`src/rtl/adc_fmt_pkg.sv`:
```
package adc_fmt_pkg;

    // Range class of one incoming sample.
    typedef enum logic [1:0] {
        RNG_IN   = 2'd0,
        RNG_HIGH = 2'd1,
        RNG_LOW  = 2'd2
    } rng_e;

endpackage

```
`src/rtl/adc_fmt_sat.sv`:
```
// Clips a raw code to the end of scale its range class points at.
module adc_fmt_sat
    import adc_fmt_pkg::*;
#(
    parameter int unsigned CODE_W = 10
) (
    input  logic [CODE_W-1:0] code_i,
    input  rng_e              rng_i,
    output logic [CODE_W-1:0] code_o,
    output logic              flag_o
);

    always_comb begin
        code_o = code_i;
        flag_o = 1'b0;
        unique case (rng_i)
            RNG_HIGH: begin
                code_o = '1;
                flag_o = 1'b1;
            end
            RNG_LOW: begin
                code_o = '0;
                flag_o = 1'b1;
            end
            default: begin
                code_o = code_i;
                flag_o = 1'b0;
            end
        endcase
    end

endmodule

```
`src/rtl/adc_fmt_gray.sv`:
```
// Binary to binary-reflected Gray code.
module adc_fmt_gray #(
    parameter int unsigned CODE_W = 10
) (
    input  logic [CODE_W-1:0] bin_i,
    output logic [CODE_W-1:0] gray_o
);

    for (genvar i = 0; i < CODE_W; i++) begin : g_bit
        if (i == CODE_W - 1) begin : g_top
            assign gray_o[i] = bin_i[i];
        end else begin : g_low
            assign gray_o[i] = bin_i[i+1] ^ bin_i[i];
        end
    end

endmodule

```
`src/rtl/adc_fmt_launch.sv`:
```
// Falling-edge launch register: the word is stable across the next rising edge.
module adc_fmt_launch #(
    parameter int unsigned CODE_W = 10
) (
    input  logic              clk,
    input  logic              rst_n,
    input  logic [CODE_W-1:0] word_i,
    input  logic              flag_i,
    output logic [CODE_W-1:0] word_o,
    output logic              flag_o
);

    typedef struct packed {
        logic [CODE_W-1:0] word;
        logic              flag;
    } out_t;

    out_t out_d, out_q;

    always_comb begin
        out_d.word = word_i;
        out_d.flag = flag_i;
    end

    always_ff @(negedge clk or negedge rst_n) begin
        if (!rst_n) begin
            out_q <= '0;
        end else begin
            out_q <= out_d;
        end
    end

    assign word_o = out_q.word;
    assign flag_o = out_q.flag;


    launch_hold_chk: assert property (@(posedge clk) disable iff (!rst_n)
        (word_o == word_i) && (flag_o == flag_i))
        else $error("launch register not stable across rising edge");

endmodule

```
`src/rtl/adc_code_fmt.sv`:
```
module adc_code_fmt
    import adc_fmt_pkg::*;
#(
    parameter int unsigned CODE_W  = 10,
    parameter int unsigned LATENCY = 4
) (
    input  logic              clk,
    input  logic              rst_n,
    input  logic [CODE_W-1:0] samp_code_i,
    input  logic              above_fs_i,
    input  logic              below_fs_i,
    input  logic              gray_mode_i,
    input  logic              test_pat_n_i,
    output logic [CODE_W-1:0] word_o,
    output logic              range_err_o
);

    // Three working stages (capture, clip, format) plus delay stages;
    // LATENCY must be at least 4.
    localparam int unsigned HOLD_N = LATENCY - 3;

    typedef struct packed {
        logic [CODE_W-1:0] code;
        rng_e              rng;
        logic              gray;
        logic              pat;
    } cap_t;

    typedef struct packed {
        logic [CODE_W-1:0] code;
        logic              flag;
        logic              gray;
        logic              pat;
    } clip_t;

    typedef struct packed {
        logic [CODE_W-1:0] word;
        logic              flag;
    } fmt_t;

    typedef struct packed {
        cap_t                   cap;
        clip_t                  clip;
        fmt_t                   fmt;
        fmt_t [HOLD_N-1:0]      hold;
        logic                   phase;
    } state_t;

    state_t st_d, st_q;

    logic [CODE_W-1:0] sat_code;
    logic              sat_flag;
    logic [CODE_W-1:0] gray_code;
    logic [CODE_W-1:0] pat_word;

    adc_fmt_sat #(.CODE_W(CODE_W)) sat_i (
        .code_i (st_q.cap.code),
        .rng_i  (st_q.cap.rng),
        .code_o (sat_code),
        .flag_o (sat_flag)
    );

    adc_fmt_gray #(.CODE_W(CODE_W)) gray_i (
        .bin_i  (st_q.clip.code),
        .gray_o (gray_code)
    );

    always_comb begin
        for (int i = 0; i < CODE_W; i++) begin
            pat_word[i] = ((i % 2) == 0) ? ~st_q.phase : st_q.phase;
        end
    end

    always_comb begin
        st_d = st_q;

        // capture stage: sample and straps taken together
        st_d.cap.code = samp_code_i;
        if (above_fs_i) begin
            st_d.cap.rng = RNG_HIGH;
        end else if (below_fs_i) begin
            st_d.cap.rng = RNG_LOW;
        end else begin
            st_d.cap.rng = RNG_IN;
        end
        st_d.cap.gray = gray_mode_i;
        st_d.cap.pat  = ~test_pat_n_i;

        // clip stage
        st_d.clip.code = sat_code;
        st_d.clip.flag = sat_flag;
        st_d.clip.gray = st_q.cap.gray;
        st_d.clip.pat  = st_q.cap.pat;

        // format stage
        if (st_q.clip.pat) begin
            st_d.fmt.word = pat_word;
            st_d.fmt.flag = 1'b0;
            st_d.phase    = ~st_q.phase;
        end else begin
            st_d.fmt.word = st_q.clip.gray ? gray_code : st_q.clip.code;
            st_d.fmt.flag = st_q.clip.flag;
            st_d.phase    = st_q.phase;
        end

        // alignment delay
        st_d.hold[0] = st_q.fmt;
        for (int i = 1; i < HOLD_N; i++) begin
            st_d.hold[i] = st_q.hold[i-1];
        end
    end

    always_ff @(posedge clk or negedge rst_n) begin
        if (!rst_n) begin
            st_q <= '0;
        end else begin
            st_q <= st_d;
        end
    end

    adc_fmt_launch #(.CODE_W(CODE_W)) launch_i (
        .clk    (clk),
        .rst_n  (rst_n),
        .word_i (st_q.hold[HOLD_N-1].word),
        .flag_i (st_q.hold[HOLD_N-1].flag),
        .word_o (word_o),
        .flag_o (range_err_o)
    );


    clip_high_chk: assert property (@(posedge clk) disable iff (!rst_n)
        (st_q.cap.rng == RNG_HIGH) |=> (st_q.clip.code == {CODE_W{1'b1}}) && st_q.clip.flag)
        else $error("above-scale sample not clipped to top");


    clip_low_chk: assert property (@(posedge clk) disable iff (!rst_n)
        (st_q.cap.rng == RNG_LOW) |=> (st_q.clip.code == '0) && st_q.clip.flag)
        else $error("below-scale sample not clipped to bottom");


    gray_parity_chk: assert property (@(posedge clk) disable iff (!rst_n)
        (st_q.clip.gray && !st_q.clip.pat) |=> ((^st_q.fmt.word) == $past(st_q.clip.code[0])))
        else $error("Gray word parity does not match binary LSB");


    pat_flip_chk: assert property (@(posedge clk) disable iff (!rst_n)
        (st_q.clip.pat && $past(st_q.clip.pat)) |=> (st_q.fmt.word == ~$past(st_q.fmt.word)))
        else $error("consecutive pattern words not complementary");


    pat_flag_chk: assert property (@(posedge clk) disable iff (!rst_n)
        st_q.clip.pat |=> !st_q.fmt.flag)
        else $error("range flag set on a pattern word");

endmodule

```
`config.mk`:
```
export PLATFORM = sky130hd
export DESIGN_NAME = adc_code_fmt
export DESIGN_NICKNAME = d
export VERILOG_FILES = /design/src/rtl/adc_fmt_pkg.sv /design/src/rtl/adc_fmt_sat.sv /design/src/rtl/adc_fmt_gray.sv /design/src/rtl/adc_fmt_launch.sv /design/src/rtl/adc_code_fmt.sv
export SDC_FILE = /design/constraint.sdc
export NUM_CORES = 1
export LEC_CHECK = 0
export BUFFER_PORTS_ARGS = -buffer_cell sky130_fd_sc_hd__buf_2
export CAP_MARGIN = 0
export CORE_MARGIN = 2
export CORE_UTILIZATION = 59
export CTS_CLUSTER_SIZE = 30
export DETAILED_ROUTE_END_ITERATION = 7
export PLACE_DENSITY_LB_ADDON = 0.1
export SLEW_MARGIN = 0
export SYNTH_ARGS = -nofsm -noshare
export SYNTH_HDL_FRONTEND = slang
export SYNTH_SLANG_ARGS = --single-unit
```
`constraint.sdc`:
```
create_clock -name clk -period 3.3 [get_ports clk]
set_input_delay 0.33 -clock clk [delete_from_list [all_inputs] [get_ports clk]]
set_output_delay 0.33 -clock clk [all_outputs]
set_load 0.02 [all_outputs]
```
==> results.yml, run 1 <==
final_layout:
  utilization_pct: 71.3
  diodes: 0
  layout.cells.non_filler: 207
  nFillCells: 215
  final-seq-area_um2: 1530
  fin_nets: 175
  syn_to_final_growth_pct: 14.2
  drive_above_1_share_pct: 25.2
  multiInputGateArea_um2: 349
power_and_ir_drop:
  p_sw_w: 0.000389
  combPwrFrac_pct: 11.8
  irDropWorstVdd_mv: 0.377
  swShare_pct: 25.5
  total_leakage_power_nw: 1.08
  p_total_w: 0.00152
  pwr-share-clk_pct: 26.2
  seqPwrFrac_pct: 62.0
  power.internal_w: 0.00113
  cellPowerDensity_nw_per_um2: 693
floorplan:
  pin_count: 27
  initial_core_util_pct: 62.5
  die-area_um2: 3730
  die_x_um: 61.1
  die_h_um: 61.1
  core_um2: 3080
  rows: 20
run:
  maxCapViolCount: 0
critical_path:
  crit_path_start_kind: "register"
  worstPathRequired_ns: 2.97
  worstRegToRegCells: 0
  path_cells: "buf_2"
  r2r-start: "st_q[2]$_DFF_PN0_"
  crit_path_end: "word_o[6]"
  rrSetupSlack_ns: 1.11
  crit_path_end_kind: "output port"
  crit_arrival_ns: 2.54
  cp_slowest_cell: "dfrtn_1"
  worstPathMaxFanout: 1
  setup.worst_path.class: "register to output port"
  cp.buffers_inverters: 1
  cp_slowest_stage_delay_ns: 0.39
  cp_top_family: "flip-flops"
  cp.depth: 1
  r2r-end: "launch_i.word_o[0]$_DFF_NN0_"
  cp-startpoint: "launch_i.word_o[6]$_DFF_NN0_"
synthesis:
  synth.avg_cell_area_um2: 15.5
  synth.distinct_cells: 18
  syn_inst: 124
  syn_area_um2: 1920
  synth_seq_cells: 61
  synth_warnings: 0
  seq_area_frac_synth_pct: 79.4
  syn-num-nets: 141
routing:
  drt_pass1_iterations: 4
  vias: 999
  wl_per_cell_um: 10.7
  vias_per_cell: 4.83
  drt_iter0_markers: 43
  drc: 0
  drt_wl_total_um: 2230
  ant_nets: 0
placement:
  port_buffers: 26
  placed_cells: 190
  gp_congestion: 0.777
  hpwl_um: 1460
timing:
  finalSetupTns_ns: 0
  rsz0062_at_grt: "no"
  setup-violations-final: 0
  slew_viol_final: 0
  slew-limit-headroom_pct: 59.3
  whs_ns: 0.0658
  max_slew.worst_pin.slew_ns: 0.611
  final_hold_viol_count: 0
  fin_skew_ns: 0.0221
clocking:
  insertion_delay_ns: 0.36
  clkSlewWorstSetupHoldPaths_ns: 0.09
  cts_max_level: 3
  cts_buffers: 9
  clockBufferDepth: 2
  cts_root_buffer: "clkbuf_4"
  cts_sinks: 61
  cts_tree: "built"
grt:
  antenna_found_initial: 0
  overflow: 0
  grt_max_degree: 43
  grt_pass1_wl_um: 3910
  grt_pass1_vias: 962
  gr-usage-all-layers_pct: 15.4
worst_hold_path:
  min_from: "samp_code_i[7]"
  worst_hold_path_type: "input port to register"
outcome:
  status: "completed"
-- timing repair --
item,4_1_cts,5_1_grt
hold buffers,1,0
resized for setup,0,0
hold endpoints to repair,8,0
setup buffers,0,0
-- cell usage after synthesis --
cell type  instances  area (um2)
buf_6              2        22.5
and4b_1            9        90.1
xor2_1             1        8.76
dfrtn_1           11         275
nor2b_1            2        12.5
buf_2              2        10.0
nor3_2             1        10.0
ha_1               1        12.5
mux2_1             1        11.3
nor3_1             8        40.0
nand2b_1           1        6.26
clkbuf_1           1        3.75
and2_1             1        6.26
a211oi_1           9        67.6
nor2b_2            1        8.76
nand2_1           20        75.1
dfrtp_1           50        1250
inv_1              3        11.3
-- layer usage --
layer / vias to the layer above / track usage (%) / part of all wire [%]
li1: 492 / - / -
met1: 469 / 16.1 / 40
met2: 34 / 24.8 / 53
met3: 4 / 5.04 / 5.7
met4: 0 / 13.7 / 1.5
met5: - / 0 / 0
-- per-stage QoR --
stage	worst slack (ns)	area [um2]
2_1_floorplan	0.847	1920
3_3_place_gp	0.805	2080
3_5_place_dp	0.793	2080
4_1_cts	0.402	2200
5_1_grt	0.372	2200
6_report	0.431	2200
-- sequential cells by signal (all words and copies together) (netlist names) --
name,flops
st_q,36
launch_i.word_o,10
st_d,13
pat_word,1
launch_i.flag_o,1
-- logic make-up after synthesis --
group | after synthesis | synth area share (%)
AOI/OAI and AO/OA | 9 | 3.51
and+or+nand+nor | 43 | 12.9
DFF | 61 | 79.4
buffers and inverters | 8 | 2.47
adders and majority gates | 1 | 0.651
muxes | 1 | 0.586
xor gates and xnor gates | 1 | 0.456
-- cells in the final DEF (no fill, tap or decap), drive strengths merged --
| master | instances |
|---|---|
| dlygate4sd3 | 1 |
| xor2 | 1 |
| inv | 3 |
| nor3 | 9 |
| nand2b | 1 |
| dfrtn | 11 |
| ha | 1 |
| and2 | 1 |
| a211oi | 9 |
| nor2b | 3 |
| mux2 | 1 |
| nand2 | 20 |
| clkbuf | 14 |
| dfrtp | 50 |
| clkinv | 2 |
| buf | 27 |
| and4b | 9 |
-- worst min path at each step --
stage	to	slack, ns	cells past startpoint
after detailed placement	st_q[8]$_DFF_PN0_	0.28	1
after CTS	st_q[47]$_DFF_PN0_	0.03	1
after floorplan	pat_word[1]$_DFFE_PN0P_	0.03	0
after global routing	st_q[47]$_DFF_PN0_	0.03	1
after global placement	st_q[8]$_DFF_PN0_	0.27	1
final	st_q[47]$_DFF_PN0_	0.07	1
-- power groups by stage --
| stage | Combinational [W] | Clock [W] | Sequential [W] |
|---|---|---|---|
| after global routing | 0.000201 | 0.000450 | 0.000965 |
| after CTS | 0.000182 | 0.000414 | 0.000946 |
| after global placement | 0.000178 | 0 | 0.000950 |
| final | 0.000179 | 0.000399 | 0.000945 |
| after floorplan | 0.0000686 | 0 | 0.000994 |
| after detailed placement | 0.000181 | 0 | 0.000961 |
-- layout make-up --
| cell class | count | share of cell area (%) |
|---|---|---|
| Tap cell | 44 | 2.51 |
| Clock buffer | 14 | 4.39 |
| Clock inverter | 2 | 0.456 |
| Timing Repair Buffer | 28 | 6.72 |
| Multi-Input combinational cell | 55 | 15.9 |
| Inverter | 3 | 0.513 |
| Sequential cell | 61 | 69.5 |
(Power assumes the default switching activity.)
==> inputs of run 2 (changes only) <==
--- a/config.mk
+++ b/config.mk
@@ -5,13 +5,14 @@
 export SDC_FILE = /design/constraint.sdc
 export NUM_CORES = 1
 export LEC_CHECK = 0
-export BUFFER_PORTS_ARGS = -buffer_cell sky130_fd_sc_hd__buf_2
 export CAP_MARGIN = 0
 export CORE_MARGIN = 2
-export CORE_UTILIZATION = 59
-export CTS_CLUSTER_SIZE = 30
+export CORE_UTILIZATION = 60
+export CTS_CLUSTER_SIZE = 28
 export DETAILED_ROUTE_END_ITERATION = 7
+export DONT_BUFFER_PORTS = 1
 export PLACE_DENSITY_LB_ADDON = 0.1
+export REMOVE_ABC_BUFFERS = 1
 export SLEW_MARGIN = 0
 export SYNTH_ARGS = -nofsm -noshare
 export SYNTH_HDL_FRONTEND = slang
==> results.yml, run 2 (synthesis gave the netlist of run 1 again) <==
routing:
  drt_pass1_iterations: 4
  vias: 951
  vias_per_cell: 4.93
  wl_per_cell_um: 11.9
  drc: 0
  drt_wl_total_um: 2300
  drt_iter0_markers: 23
  ant_nets: 0
critical_path:
  rrSetupSlack_ns: 1.10
  worstRegToRegCells: 0
  cp-startpoint: "launch_i.word_o[6]$_DFF_NN0_"
  setup.worst_path.class: "register to output port"
  worstPathMaxFanout: 1
  r2r-start: "st_q[10]$_DFF_PN0_"
  worstPathRequired_ns: 2.97
  cp.depth: 0
  r2r-end: "launch_i.word_o[8]$_DFF_NN0_"
  crit_path_start_kind: "register"
  crit_path_end_kind: "output port"
  crit_arrival_ns: 2.52
timing:
  slew_viol_final: 0
  finalSetupTns_ns: 0
  slew-limit-headroom_pct: 61.8
  max_slew.worst_pin.slew_ns: 0.573
  setup-violations-final: 0
  fin_skew_ns: 0.0293
  rsz0062_at_grt: "no"
  final_hold_viol_count: 0
  whs_ns: 0.0808
floorplan:
  initial_core_util_pct: 63.0
  die-area_um2: 3670
  die_x_um: 60.6
  rows: 20
  die_h_um: 60.6
  core_um2: 3050
  pin_count: 27
placement:
  gp_congestion: 0.719
  hpwl_um: 1150
  port_buffers: 0
  postPlaceCellArea_um2: 1940
grt:
  overflow: 0
  antenna_found_initial: 0
  gr-usage-all-layers_pct: 17.3
  grt_pass1_vias: 988
  grt_pass1_wl_um: 4220
  grt_max_degree: 51
final_layout:
  design_area_um2: 2250
  fin_nets: 162
  drive_above_1_share_pct: 11.4
  final_common_cell: "dfrtp_1"
  top_register: "st_q"
  utilization_pct: 73.7
  nFillCells: 201
  final_cell_mix: "dfrtp_1 (50), nand2_1 (20), dlygate4sd3_1 (14)"
  diodes: 0
  syn_to_final_growth_pct: 17.0
  largest_reg_flops: 36
worst_hold_path:
  whs_endpoint: "st_q[39]$_DFF_PN0_"
  min_from: "below_fs_i"
  min_path_cells: 1
  worst_hold_path_type: "input port to register"
clocking:
  cts_setup_buffers: 0
  cts_resized: 0
  clockBufferDepth: 2
  clkSlewWorstSetupHoldPaths_ns: 0.08
  ctsHoldBuffers: 15
  insertion_delay_ns: 0.38
  cts_buffers: 9
  cts_root_buffer: "clkbuf_4"
  cts_max_level: 3
  cts_sinks: 61
  cts_tree: "built"
power_and_ir_drop:
  p_total_w: 0.00158
  irDropWorstVdd_mv: 0.399
  cellPowerDensity_nw_per_um2: 703
  total_leakage_power_nw: 1.05
run:
  maxCapViolCount: 0
outcome:
  status: "completed"
==> run 2: cell types whose count changed in the layout (fill, tap and decap cells not counted) <==
cell           previous run  this run
buf_16                    0         1
clkinv_2                  2         0
buf_2                    26         0
clkbuf_8                  1         5
clkbuf_1                  4         1
buf_4                     1         0
dlygate4sd3_1             1        14
==> run 2: area by class of cell <==
type	instances	area, um2	share of cell area, %
Timing Repair Buffer	15	168	7.45
Inverter	3	11.3	0.501
Tap cell	44	55.1	2.45
Clock buffer	15	140	6.23
Multi-Input combinational cell	55	349	15.5
Sequential cell	61	1530	67.9
==> run 2: metrics by stage <==
stage,worst slack [ns],cells
floorplan,0.847,119
global placement,0.844,163
detailed placement,0.829,163
CTS,0.435,193
global route,0.400,193
finish,0.451,193
==> run 2: metal layers <==
metal	wire (um)	part of all wire, %	vias up	global-route usage (%)
met2	1200	52	37	28.3
met4	89	3.9	0	14.9
met5	0	0	-	0
met3	159	6.9	8	6.18
li1	-	-	462	-
met1	849	37	444	17.3
==> run 2: how the worst max path moves through the flow <==
stage	end	slack, ns
2_1_floorplan	range_err_o	0.85
3_3_place_gp	range_err_o	0.84
3_5_place_dp	word_o[8]	0.83
4_1_cts	word_o[8]	0.44
5_1_grt	word_o[6]	0.40
6_report	word_o[6]	0.45
==> run 2: report_power, final <==
part | switching [W] | internal [W]
Clock | 0.000231 | 0.000255
Combinational | 0.0000494 | 0.0000504
Sequential | 0.000105 | 0.000891
